### src/rtl/cache_tag_dir_pkg.sv
package cache_tag_dir_pkg;

  typedef enum logic [2:0] {
    PERM_NP   = 3'd0,
    PERM_INV  = 3'd1,
    PERM_RO   = 3'd2,
    PERM_RW   = 3'd3,
    PERM_BUSY = 3'd4
  } perm_e;

  typedef enum logic [3:0] {
    OP_BAD0    = 4'd0,
    OP_LOAD    = 4'd1,
    OP_IFETCH  = 4'd2,
    OP_STORE   = 4'd3,
    OP_PRESENT = 4'd4,
    OP_AVAIL   = 4'd5,
    OP_ALLOC   = 4'd6,
    OP_DEALLOC = 4'd7,
    OP_PROBE   = 4'd8,
    OP_LOCKSET = 4'd9,
    OP_LOCKCLR = 4'd10,
    OP_LOCKTST = 4'd11,
    OP_SETPERM = 4'd12,
    OP_READIDX = 4'd13,
    OP_LOOKANY = 4'd14,
    OP_BAD15   = 4'd15
  } op_e;

  // Write strobes from control to the datapath; target way travels beside it.
  typedef struct packed {
    logic alloc;
    logic dealloc;
    logic lockWr;
    logic lockClr;
    logic permWr;
    logic touch;
  } dirStrobe_t;

endpackage

### src/rtl/cache_tag_dir_dp.sv
module cache_tag_dir_dp
  import cache_tag_dir_pkg::*;
#(
  parameter int ADDR_W   = 16,
  parameter int SETS     = 4,
  parameter int WAYS     = 4,
  parameter int INDEX_LO = 4,
  parameter int CTX_W    = 4,
  localparam int SET_W   = $clog2(SETS),
  localparam int WAY_W   = $clog2(WAYS),
  localparam int IDX_W   = SET_W + WAY_W
) (
  input  logic              clk,
  input  logic              rstN,
  input  logic [ADDR_W-1:0] reqAddr,
  input  logic [IDX_W-1:0]  reqIdx,
  input  logic [CTX_W-1:0]  reqCtx,
  input  logic [2:0]        reqPerm,
  input  dirStrobe_t        stb,
  input  logic [WAYS-1:0]   tgtOH,
  output logic [WAYS-1:0]   matchAny,
  output logic [WAYS-1:0]   presentV,
  output logic [WAYS-1:0]   freeV,
  output logic [WAYS-1:0]   victimOH,
  output logic [ADDR_W-1:0] victimAddr,
  output logic [2:0]        hitPerm,
  output logic [CTX_W-1:0]  hitLock,
  output logic [ADDR_W-1:0] idxAddr,
  output logic              idxLive
);

  logic [SET_W-1:0]  setIdx;
  logic [SET_W-1:0]  idxSet;
  logic [WAY_W-1:0]  idxWay;
  logic [WAY_W-1:0]  touchAge;

  logic              occQ  [SETS][WAYS];
  logic [ADDR_W-1:0] tagQ  [SETS][WAYS];
  logic [2:0]        permQ [SETS][WAYS];
  logic [CTX_W-1:0]  lockQ [SETS][WAYS];
  logic [WAY_W-1:0]  ageQ  [SETS][WAYS];

  assign setIdx = reqAddr[INDEX_LO +: SET_W];
  assign idxSet = reqIdx[IDX_W-1:WAY_W];
  assign idxWay = reqIdx[WAY_W-1:0];

  for (genvar w = 0; w < WAYS; w++) begin : g_way
    assign matchAny[w] = occQ[setIdx][w] && (tagQ[setIdx][w] == reqAddr);
    assign presentV[w] = matchAny[w] && (permQ[setIdx][w] != PERM_NP);
    assign freeV[w]    = !occQ[setIdx][w] || (permQ[setIdx][w] == PERM_NP);
    assign victimOH[w] = (ageQ[setIdx][w] == WAY_W'(WAYS - 1));
  end

  always_comb begin
    hitPerm    = '0;
    hitLock    = '0;
    victimAddr = '0;
    touchAge   = '0;
    for (int w = 0; w < WAYS; w++) begin
      if (matchAny[w]) begin
        hitPerm = hitPerm | permQ[setIdx][w];
        hitLock = hitLock | lockQ[setIdx][w];
      end
      if (victimOH[w]) victimAddr = victimAddr | tagQ[setIdx][w];
      if (tgtOH[w])    touchAge   = touchAge | ageQ[setIdx][w];
    end
  end

  assign idxLive = occQ[idxSet][idxWay] &&
                   (permQ[idxSet][idxWay] != PERM_NP) &&
                   (permQ[idxSet][idxWay] != PERM_INV);
  assign idxAddr = tagQ[idxSet][idxWay];

  always_ff @(posedge clk or negedge rstN) begin
    if (!rstN) begin
      for (int s = 0; s < SETS; s++) begin
        for (int w = 0; w < WAYS; w++) begin
          occQ[s][w]  <= 1'b0;
          tagQ[s][w]  <= '0;
          permQ[s][w] <= PERM_NP;
          lockQ[s][w] <= '1;
          ageQ[s][w]  <= WAY_W'(w);
        end
      end
    end else begin
      for (int w = 0; w < WAYS; w++) begin
        if (tgtOH[w]) begin
          if (stb.alloc) begin
            occQ[setIdx][w]  <= 1'b1;
            tagQ[setIdx][w]  <= reqAddr;
            permQ[setIdx][w] <= PERM_INV;
            lockQ[setIdx][w] <= '1;
          end
          if (stb.dealloc) occQ[setIdx][w]  <= 1'b0;
          if (stb.lockWr)  lockQ[setIdx][w] <= reqCtx;
          if (stb.lockClr) lockQ[setIdx][w] <= '1;
          if (stb.permWr)  permQ[setIdx][w] <= reqPerm;
        end else if (stb.alloc && matchAny[w]) begin
          occQ[setIdx][w] <= 1'b0;
        end
        if (stb.touch) begin
          if (tgtOH[w])
            ageQ[setIdx][w] <= '0;
          else if (ageQ[setIdx][w] < touchAge)
            ageQ[setIdx][w] <= ageQ[setIdx][w] + 1'b1;
        end
      end
    end
  end

endmodule

### src/rtl/cache_tag_dir_ctrl.sv
module cache_tag_dir_ctrl
  import cache_tag_dir_pkg::*;
#(
  parameter int ADDR_W = 16,
  parameter int WAYS   = 4,
  parameter int CTX_W  = 4
) (
  input  logic              clk,
  input  logic              rstN,
  input  logic              reqValid,
  input  logic [3:0]        reqOp,
  input  logic              reqTouch,
  input  logic [CTX_W-1:0]  reqCtx,
  input  logic [WAYS-1:0]   matchAny,
  input  logic [WAYS-1:0]   presentV,
  input  logic [WAYS-1:0]   freeV,
  input  logic [WAYS-1:0]   victimOH,
  input  logic [ADDR_W-1:0] victimAddr,
  input  logic [2:0]        hitPerm,
  input  logic [CTX_W-1:0]  hitLock,
  input  logic [ADDR_W-1:0] idxAddr,
  input  logic              idxLive,
  output dirStrobe_t        stb,
  output logic [WAYS-1:0]   tgtOH,
  output logic              respValid,
  output logic              respHit,
  output logic              respErr,
  output logic [WAYS-1:0]   respWayOH,
  output logic [ADDR_W-1:0] respAddr
);

  logic              anyPresent, anyMatch, anyFree, spaceOk;
  logic [WAYS-1:0]   lowFree;
  logic              nHit, nErr;
  logic [WAYS-1:0]   nWay;
  logic [ADDR_W-1:0] nAddr;

  assign anyPresent = |presentV;
  assign anyMatch   = |matchAny;
  assign anyFree    = |freeV;
  assign spaceOk    = anyMatch || anyFree;
  assign lowFree    = freeV & (~freeV + 1'b1);

  always_comb begin
    stb   = '0;
    tgtOH = '0;
    nHit  = 1'b0;
    nErr  = 1'b0;
    nWay  = '0;
    nAddr = '0;
    if (reqValid) begin
      case (op_e'(reqOp))
        OP_LOAD, OP_IFETCH, OP_STORE: begin
          nWay      = presentV;
          tgtOH     = presentV;
          stb.touch = anyPresent;
          if (op_e'(reqOp) == OP_STORE)
            nHit = anyPresent && (hitPerm == PERM_RW);
          else
            nHit = anyPresent && (hitPerm == PERM_RW || hitPerm == PERM_RO);
        end
        OP_PRESENT: begin
          nHit = anyPresent;
          nWay = presentV;
        end
        OP_AVAIL: nHit = spaceOk;
        OP_ALLOC: begin
          if (anyPresent || !anyFree) nErr = 1'b1;
          else begin
            stb.alloc = 1'b1;
            stb.touch = reqTouch;
            tgtOH     = lowFree;
            nWay      = lowFree;
            nHit      = 1'b1;
          end
        end
        OP_DEALLOC, OP_LOCKSET, OP_LOCKCLR, OP_LOCKTST: begin
          if (!anyPresent) nErr = 1'b1;
          else begin
            tgtOH       = presentV;
            nWay        = presentV;
            stb.dealloc = (op_e'(reqOp) == OP_DEALLOC);
            stb.lockWr  = (op_e'(reqOp) == OP_LOCKSET);
            stb.lockClr = (op_e'(reqOp) == OP_LOCKCLR);
            nHit = (op_e'(reqOp) == OP_LOCKTST) ? (hitLock == reqCtx) : 1'b1;
          end
        end
        OP_PROBE: begin
          if (spaceOk) nErr = 1'b1;
          else begin
            nHit  = 1'b1;
            nWay  = victimOH;
            nAddr = victimAddr;
          end
        end
        OP_SETPERM: begin
          if (!anyMatch) nErr = 1'b1;
          else begin
            stb.permWr = 1'b1;
            tgtOH      = matchAny;
            nWay       = matchAny;
            nHit       = 1'b1;
          end
        end
        OP_READIDX: begin
          nHit  = idxLive;
          nAddr = idxLive ? idxAddr : '0;
        end
        OP_LOOKANY: begin
          nHit = anyMatch;
          nWay = matchAny;
        end
        default: nErr = 1'b1;
      endcase
    end
  end

  always_ff @(posedge clk or negedge rstN) begin
    if (!rstN) begin
      respValid <= 1'b0;
      respHit   <= 1'b0;
      respErr   <= 1'b0;
      respWayOH <= '0;
      respAddr  <= '0;
    end else begin
      respValid <= reqValid;
      respHit   <= nHit;
      respErr   <= nErr;
      respWayOH <= nWay;
      respAddr  <= nAddr;
    end
  end

endmodule

### src/rtl/cache_tag_dir.sv
module cache_tag_dir
  import cache_tag_dir_pkg::*;
#(
  parameter int ADDR_W      = 16,
  parameter int CACHE_BYTES = 256,
  parameter int LINE_BYTES  = 16,
  parameter int WAYS        = 4,
  parameter int INDEX_LO    = 4,
  parameter int CTX_W       = 4,
  localparam int SETS       = CACHE_BYTES / WAYS / LINE_BYTES,
  localparam int IDX_W      = $clog2(SETS) + $clog2(WAYS)
) (
  input  logic              clk,
  input  logic              rstN,
  input  logic              reqValid,
  input  logic [3:0]        reqOp,
  input  logic [ADDR_W-1:0] reqAddr,
  input  logic              reqTouch,
  input  logic [CTX_W-1:0]  reqCtx,
  input  logic [2:0]        reqPerm,
  input  logic [IDX_W-1:0]  reqIdx,
  output logic              respValid,
  output logic              respHit,
  output logic              respErr,
  output logic [WAYS-1:0]   respWayOH,
  output logic [ADDR_W-1:0] respAddr
);

  dirStrobe_t        stb;
  logic [WAYS-1:0]   tgtOH, matchAny, presentV, freeV, victimOH;
  logic [ADDR_W-1:0] victimAddr, idxAddr;
  logic [2:0]        hitPerm;
  logic [CTX_W-1:0]  hitLock;
  logic              idxLive;

  cache_tag_dir_dp #(
    .ADDR_W(ADDR_W), .SETS(SETS), .WAYS(WAYS),
    .INDEX_LO(INDEX_LO), .CTX_W(CTX_W)
  ) u_dp (
    .clk(clk), .rstN(rstN), .reqAddr(reqAddr), .reqIdx(reqIdx),
    .reqCtx(reqCtx), .reqPerm(reqPerm), .stb(stb), .tgtOH(tgtOH),
    .matchAny(matchAny), .presentV(presentV), .freeV(freeV),
    .victimOH(victimOH), .victimAddr(victimAddr), .hitPerm(hitPerm),
    .hitLock(hitLock), .idxAddr(idxAddr), .idxLive(idxLive)
  );

  cache_tag_dir_ctrl #(
    .ADDR_W(ADDR_W), .WAYS(WAYS), .CTX_W(CTX_W)
  ) u_ctrl (
    .clk(clk), .rstN(rstN), .reqValid(reqValid), .reqOp(reqOp),
    .reqTouch(reqTouch), .reqCtx(reqCtx), .matchAny(matchAny),
    .presentV(presentV), .freeV(freeV), .victimOH(victimOH),
    .victimAddr(victimAddr), .hitPerm(hitPerm), .hitLock(hitLock),
    .idxAddr(idxAddr), .idxLive(idxLive), .stb(stb), .tgtOH(tgtOH),
    .respValid(respValid), .respHit(respHit), .respErr(respErr),
    .respWayOH(respWayOH), .respAddr(respAddr)
  );

endmodule

### config.mk
export PLATFORM = sky130hd
export DESIGN_NAME = cache_tag_dir
export DESIGN_NICKNAME = d
export VERILOG_FILES = /design/src/rtl/cache_tag_dir_pkg.sv /design/src/rtl/cache_tag_dir_dp.sv /design/src/rtl/cache_tag_dir_ctrl.sv /design/src/rtl/cache_tag_dir.sv
export SDC_FILE = /design/constraint.sdc
export NUM_CORES = 1
export LEC_CHECK = 0
export BUFFER_PORTS_ARGS = -buffer_cell sky130_fd_sc_hd__buf_2
export CELL_PAD_IN_SITES_DETAIL_PLACEMENT = 0
export CELL_PAD_IN_SITES_GLOBAL_PLACEMENT = 1
export CORE_MARGIN = 1
export CORE_UTILIZATION = 40
export DETAILED_ROUTE_END_ITERATION = 6
export GPL_ROUTABILITY_DRIVEN = 0
export PLACE_DENSITY_LB_ADDON = 0.1
export SYNTH_ARGS = -nofsm -noshare
export SYNTH_HDL_FRONTEND = slang
export SYNTH_SLANG_ARGS = --single-unit
### constraint.sdc
create_clock -name clk -period 5.55 [get_ports clk]
set_clock_uncertainty 0.15 [all_clocks]
set_input_delay 0.555 -clock clk [delete_from_list [all_inputs] [get_ports clk]]
set_output_delay 0.555 -clock clk [all_outputs]
set_load 0.02 [all_outputs]
==> flow_metrics.env <==
export IMPL_status="finished, final reports clean"
export IMPL_grt_usage_pct=27.6
export IMPL_power_density_nw_per_um2=261
export IMPL_r2r_slack_ps=730
export IMPL_switching_power_mw=1.77
export IMPL_drv_cap=0
export IMPL_finalPower_mw=7.32
export IMPL_cts_root_buffer="clkbuf_16"
export IMPL_avgSynthCellArea_sq_um=12.2
export IMPL_synth_edf_count=0
export IMPL_cts_sinks=438
export IMPL_hold_viol_final=0
export IMPL_postSynthCellCount=2006
export IMPL_whs_ps=48.8
export IMPL_area_delta_synth_final_pct=14.6
export IMPL_yosys_warnings=0
export IMPL_dr_pass1_iters=5
export IMPL_final_layout_size_suffix_gt1_share_pct=37.6
export IMPL_yosys_area_top_type="dfrtp_1"
export IMPL_pwr_share_comb_pct=6.5
export IMPL_insertion_delay_ps=610
export IMPL_drc=0
export IMPL_path_max_fanout=25
export IMPL_die_h_microns=249
export IMPL_multi_input_area_sq_um=12600
export IMPL_cts_max_level=2
export IMPL_die_x_microns=249
export IMPL_yosys_area_top_type_share_pct=36.6
export IMPL_fillers=5509
export IMPL_ant_nets=0
export IMPL_numPortBuffers=57
export IMPL_antenna_found_initial=2
export IMPL_arrival_ps=5320
export IMPL_fmax_mhz=201
export IMPL_dp_hpwl_microns=57200
export IMPL_p_int_mw=5.56
export IMPL_clock_power_share_pct=49.6
export IMPL_ys_seq_area_share_pct=45.2
export IMPL_crit_path_max_incr_delay_ps=590
export IMPL_cts_tree="built"
export IMPL_num_io_pins=58
export IMPL_coreArea_sq_um=60500
export IMPL_min_path_cells=2
export IMPL_max_slew_worst_pin_slew_ps=1050
export IMPL_synth_area_top_cells="dfrtp_1 37%, mux4_2 16%, mux2_2 9.7%, dfstp_2 8.6%, a21oi_1 3.8%"
export IMPL_rows=90
export IMPL_nNetsFinal=2137
export IMPL_slew_headroom_pct=29.8
export IMPL_die_area_sq_um=62200
export IMPL_r2r_end="u_dp.ageQ[25]"
export IMPL_vias=18000
export IMPL_drv_slew=0
export IMPL_antennaDiodeCount=0
export IMPL_sequentialPowerShare_pct=43.9
export IMPL_drt_vias_per_instance=6.17
export IMPL_cp_required_ps=5910
export IMPL_clk_pin_slew_worst_paths_ps=60
export IMPL_swShare_pct=24.1
export IMPL_slowest_stage="nor4_1"
export IMPL_ys_seq_elements=438
export IMPL_async_reset_ff_share_pct=100
export IMPL_rsz0062_at_grt="false"
export IMPL_fin_crit_sh_pct=89.4
export IMPL_syn_num_nets=2049
export IMPL_tns_ps=0
export IMPL_grt_max_degree=132
export IMPL_overflow=0
export IMPL_grt_pass1_vias=18800
export IMPL_hp_class="primary input to flip-flop"
export IMPL_wl_microns=84900
export IMPL_grt_pass1_wl_microns=128000
export IMPL_critPathKind="primary input to flip-flop"
export IMPL_max_vdd_ir_drop_uv=268
export IMPL_crit_chain="buf_6 > buf_12 > mux4_2 > xnor2_1 > o211ai_1 > nor4_1 > and4b_1 > or4_1 > o22ai_4 > and2_0 > a22o_1 > a221oi_1 > buf_4 > ha_1 > nor3_1 > a21oi_1 > o31ai_4 > o21ai_0 > o2bb2ai_1"
export IMPL_layout_common_cells="358 x dfrtp_1, 212 x mux2_2, 186 x a21oi_1"
export IMPL_setup_violations=0
export IMPL_hp_start="reqPerm[2]"
export IMPL_wl_per_cell_microns=29.1
export IMPL_drt_iter0_drc=1471
export IMPL_startpoint_type="primary input"
export IMPL_synth_cell_types=86
export IMPL_fin_util_pct=46.4
export IMPL_r2r_start="u_dp.tagQ[55]"
export IMPL_final_common_cell="dfrtp_1"
export IMPL_synth_top_flop_cell="dfrtp_1"
export IMPL_regArea_sq_um=11100
export IMPL_total_leakage_power_nw=12.2
export IMPL_ff2ff_path_depth=17
export IMPL_syn_area_sq_um=24500
export IMPL_post_cts_setup_buffer_count=0
export IMPL_period_needed_ps=4960
export IMPL_clockBufferDepth=3
export IMPL_cts_made_buffers=52
export IMPL_worst_setup_path_end_kind="flip-flop"
export IMPL_start_util_pct=40.5
export IMPL_hold_end="u_dp.permQ[38]"
## state kept, by name, summed over array words and instances, names as in the netlist, named ones only
name,flops
u_ctrl.respAddr,16
u_ctrl.respErr,1
u_ctrl.respHit,1
u_ctrl.respValid,1
u_ctrl.respWayOH,4
u_dp.ageQ,32
u_dp.lockQ,64
u_dp.occQ,8
u_dp.permQ,30
u_dp.tagQ,255
## per-layer routing
metal	vias to the layer above	wire [microns]	track usage [%]
met5	-	31	0
met4	4	2640	8.92
met3	142	4160	3.89
met2	586	41500	46.0
met1	9514	36500	37.2
li1	7783	-	-
## area by class of cell
class / count / share of cell area [%]
timing repair buffer: 193 / 5.56
clock inverter: 21 / 0.860
inverter: 19 / 0.254
clock buffer: 77 / 5.61
multi-input combinational: 1390 / 44.8
tap: 782 / 3.48
sequential: 438 / 39.4
## power groups by stage
stage                     combinational (mW)  clock, mW  sequential (mW)
after floorplan                        0.257          0             3.27
after global placement                 0.478          0             3.27
after detailed placement               0.479          0             3.27
after CTS                              0.481       3.71             3.22
after global routing                   0.512       3.82             3.22
final                                  0.475       3.63             3.22
## stage by stage
| stage | worst slack, ps | area [sq um] | std cells |
|---|---|---|---|
| after floorplan | 605 | 24500 | 2006 |
| after global placement | 129 | 26200 | 2821 |
| after global routing | 258 | 28100 | 2920 |
| after CTS | 656 | 28100 | 2920 |
| after detailed placement | 45.6 | 26200 | 2821 |
| final | 586 | 28100 | 2920 |
## worst max-delay path: cells and delay by family
kind | cells | cell delay, ps
simple gates | 5 | 1360
compound gates | 8 | 1530
buf+inv | 3 | 780
xor+xnor | 1 | 280
mux | 1 | 540
fa+ha+maj | 1 | 230
## cell families (layout without fill, tap and decap cells)
group	Yosys count	after routing	synth area share, %
muxes	424	424	27.0
adders and majority gates	8	8	0.409
and+or+nand+nor	413	413	8.84
xor gates and xnor gates	71	71	2.54
buffers and inverters	178	310	3.56
DFF	438	438	45.2
AOI/OAI and AO/OA	474	474	12.5
## how the worst max path moves through the flow
stage               startpoint             to  slack [ps]  cells past startpoint
detailed placement  reqAddr[4]  u_dp.ageQ[25]          50                     19
global route        reqAddr[4]  u_dp.ageQ[25]         260                     19
CTS                 reqAddr[4]  u_dp.ageQ[17]         660                     19
finish              reqAddr[4]  u_dp.ageQ[25]         590                     19
floorplan           reqAddr[5]  u_dp.ageQ[30]         610                     18
global placement    reqAddr[4]  u_dp.ageQ[26]         130                     19
## synthesized netlist by cell type (6+ instances only)
library cell  number
nand3_1           19
buf_4             20
mux2_2           212
clkbuf_1          76
nor3b_1            9
nand2b_1          19
o2bb2ai_1          8
a21oi_1          186
a32oi_1            6
buf_2             39
a22oi_1           38
ha_1               8
a32o_1             9
buf_1             14
xnor2_1           55
nand2_1          134
xor2_1            16
mux2i_1           43
inv_1             19
or2_2             12
and3_1            10
mux4_2           169
nor4b_1            7
dfstp_2           80
a22o_1            26
a221o_1            8
nor2b_1           15
or3_1              7
dfrtp_1          358
nand4_1            9
nor3_1            16
a21o_1             7
o31ai_1            8
nor2_2            10
nor2_1            81
buf_6              9
and2_1            23
nor4_1            11
o21ai_0          114
## what timing repair did
action	CTS	global route
hold buffers	1	0
setup endpoints to repair	0	0
resized for setup	0	0
endpoints found under the hold margin	102	0
Note: power is estimated with default switching activity, not from simulation.
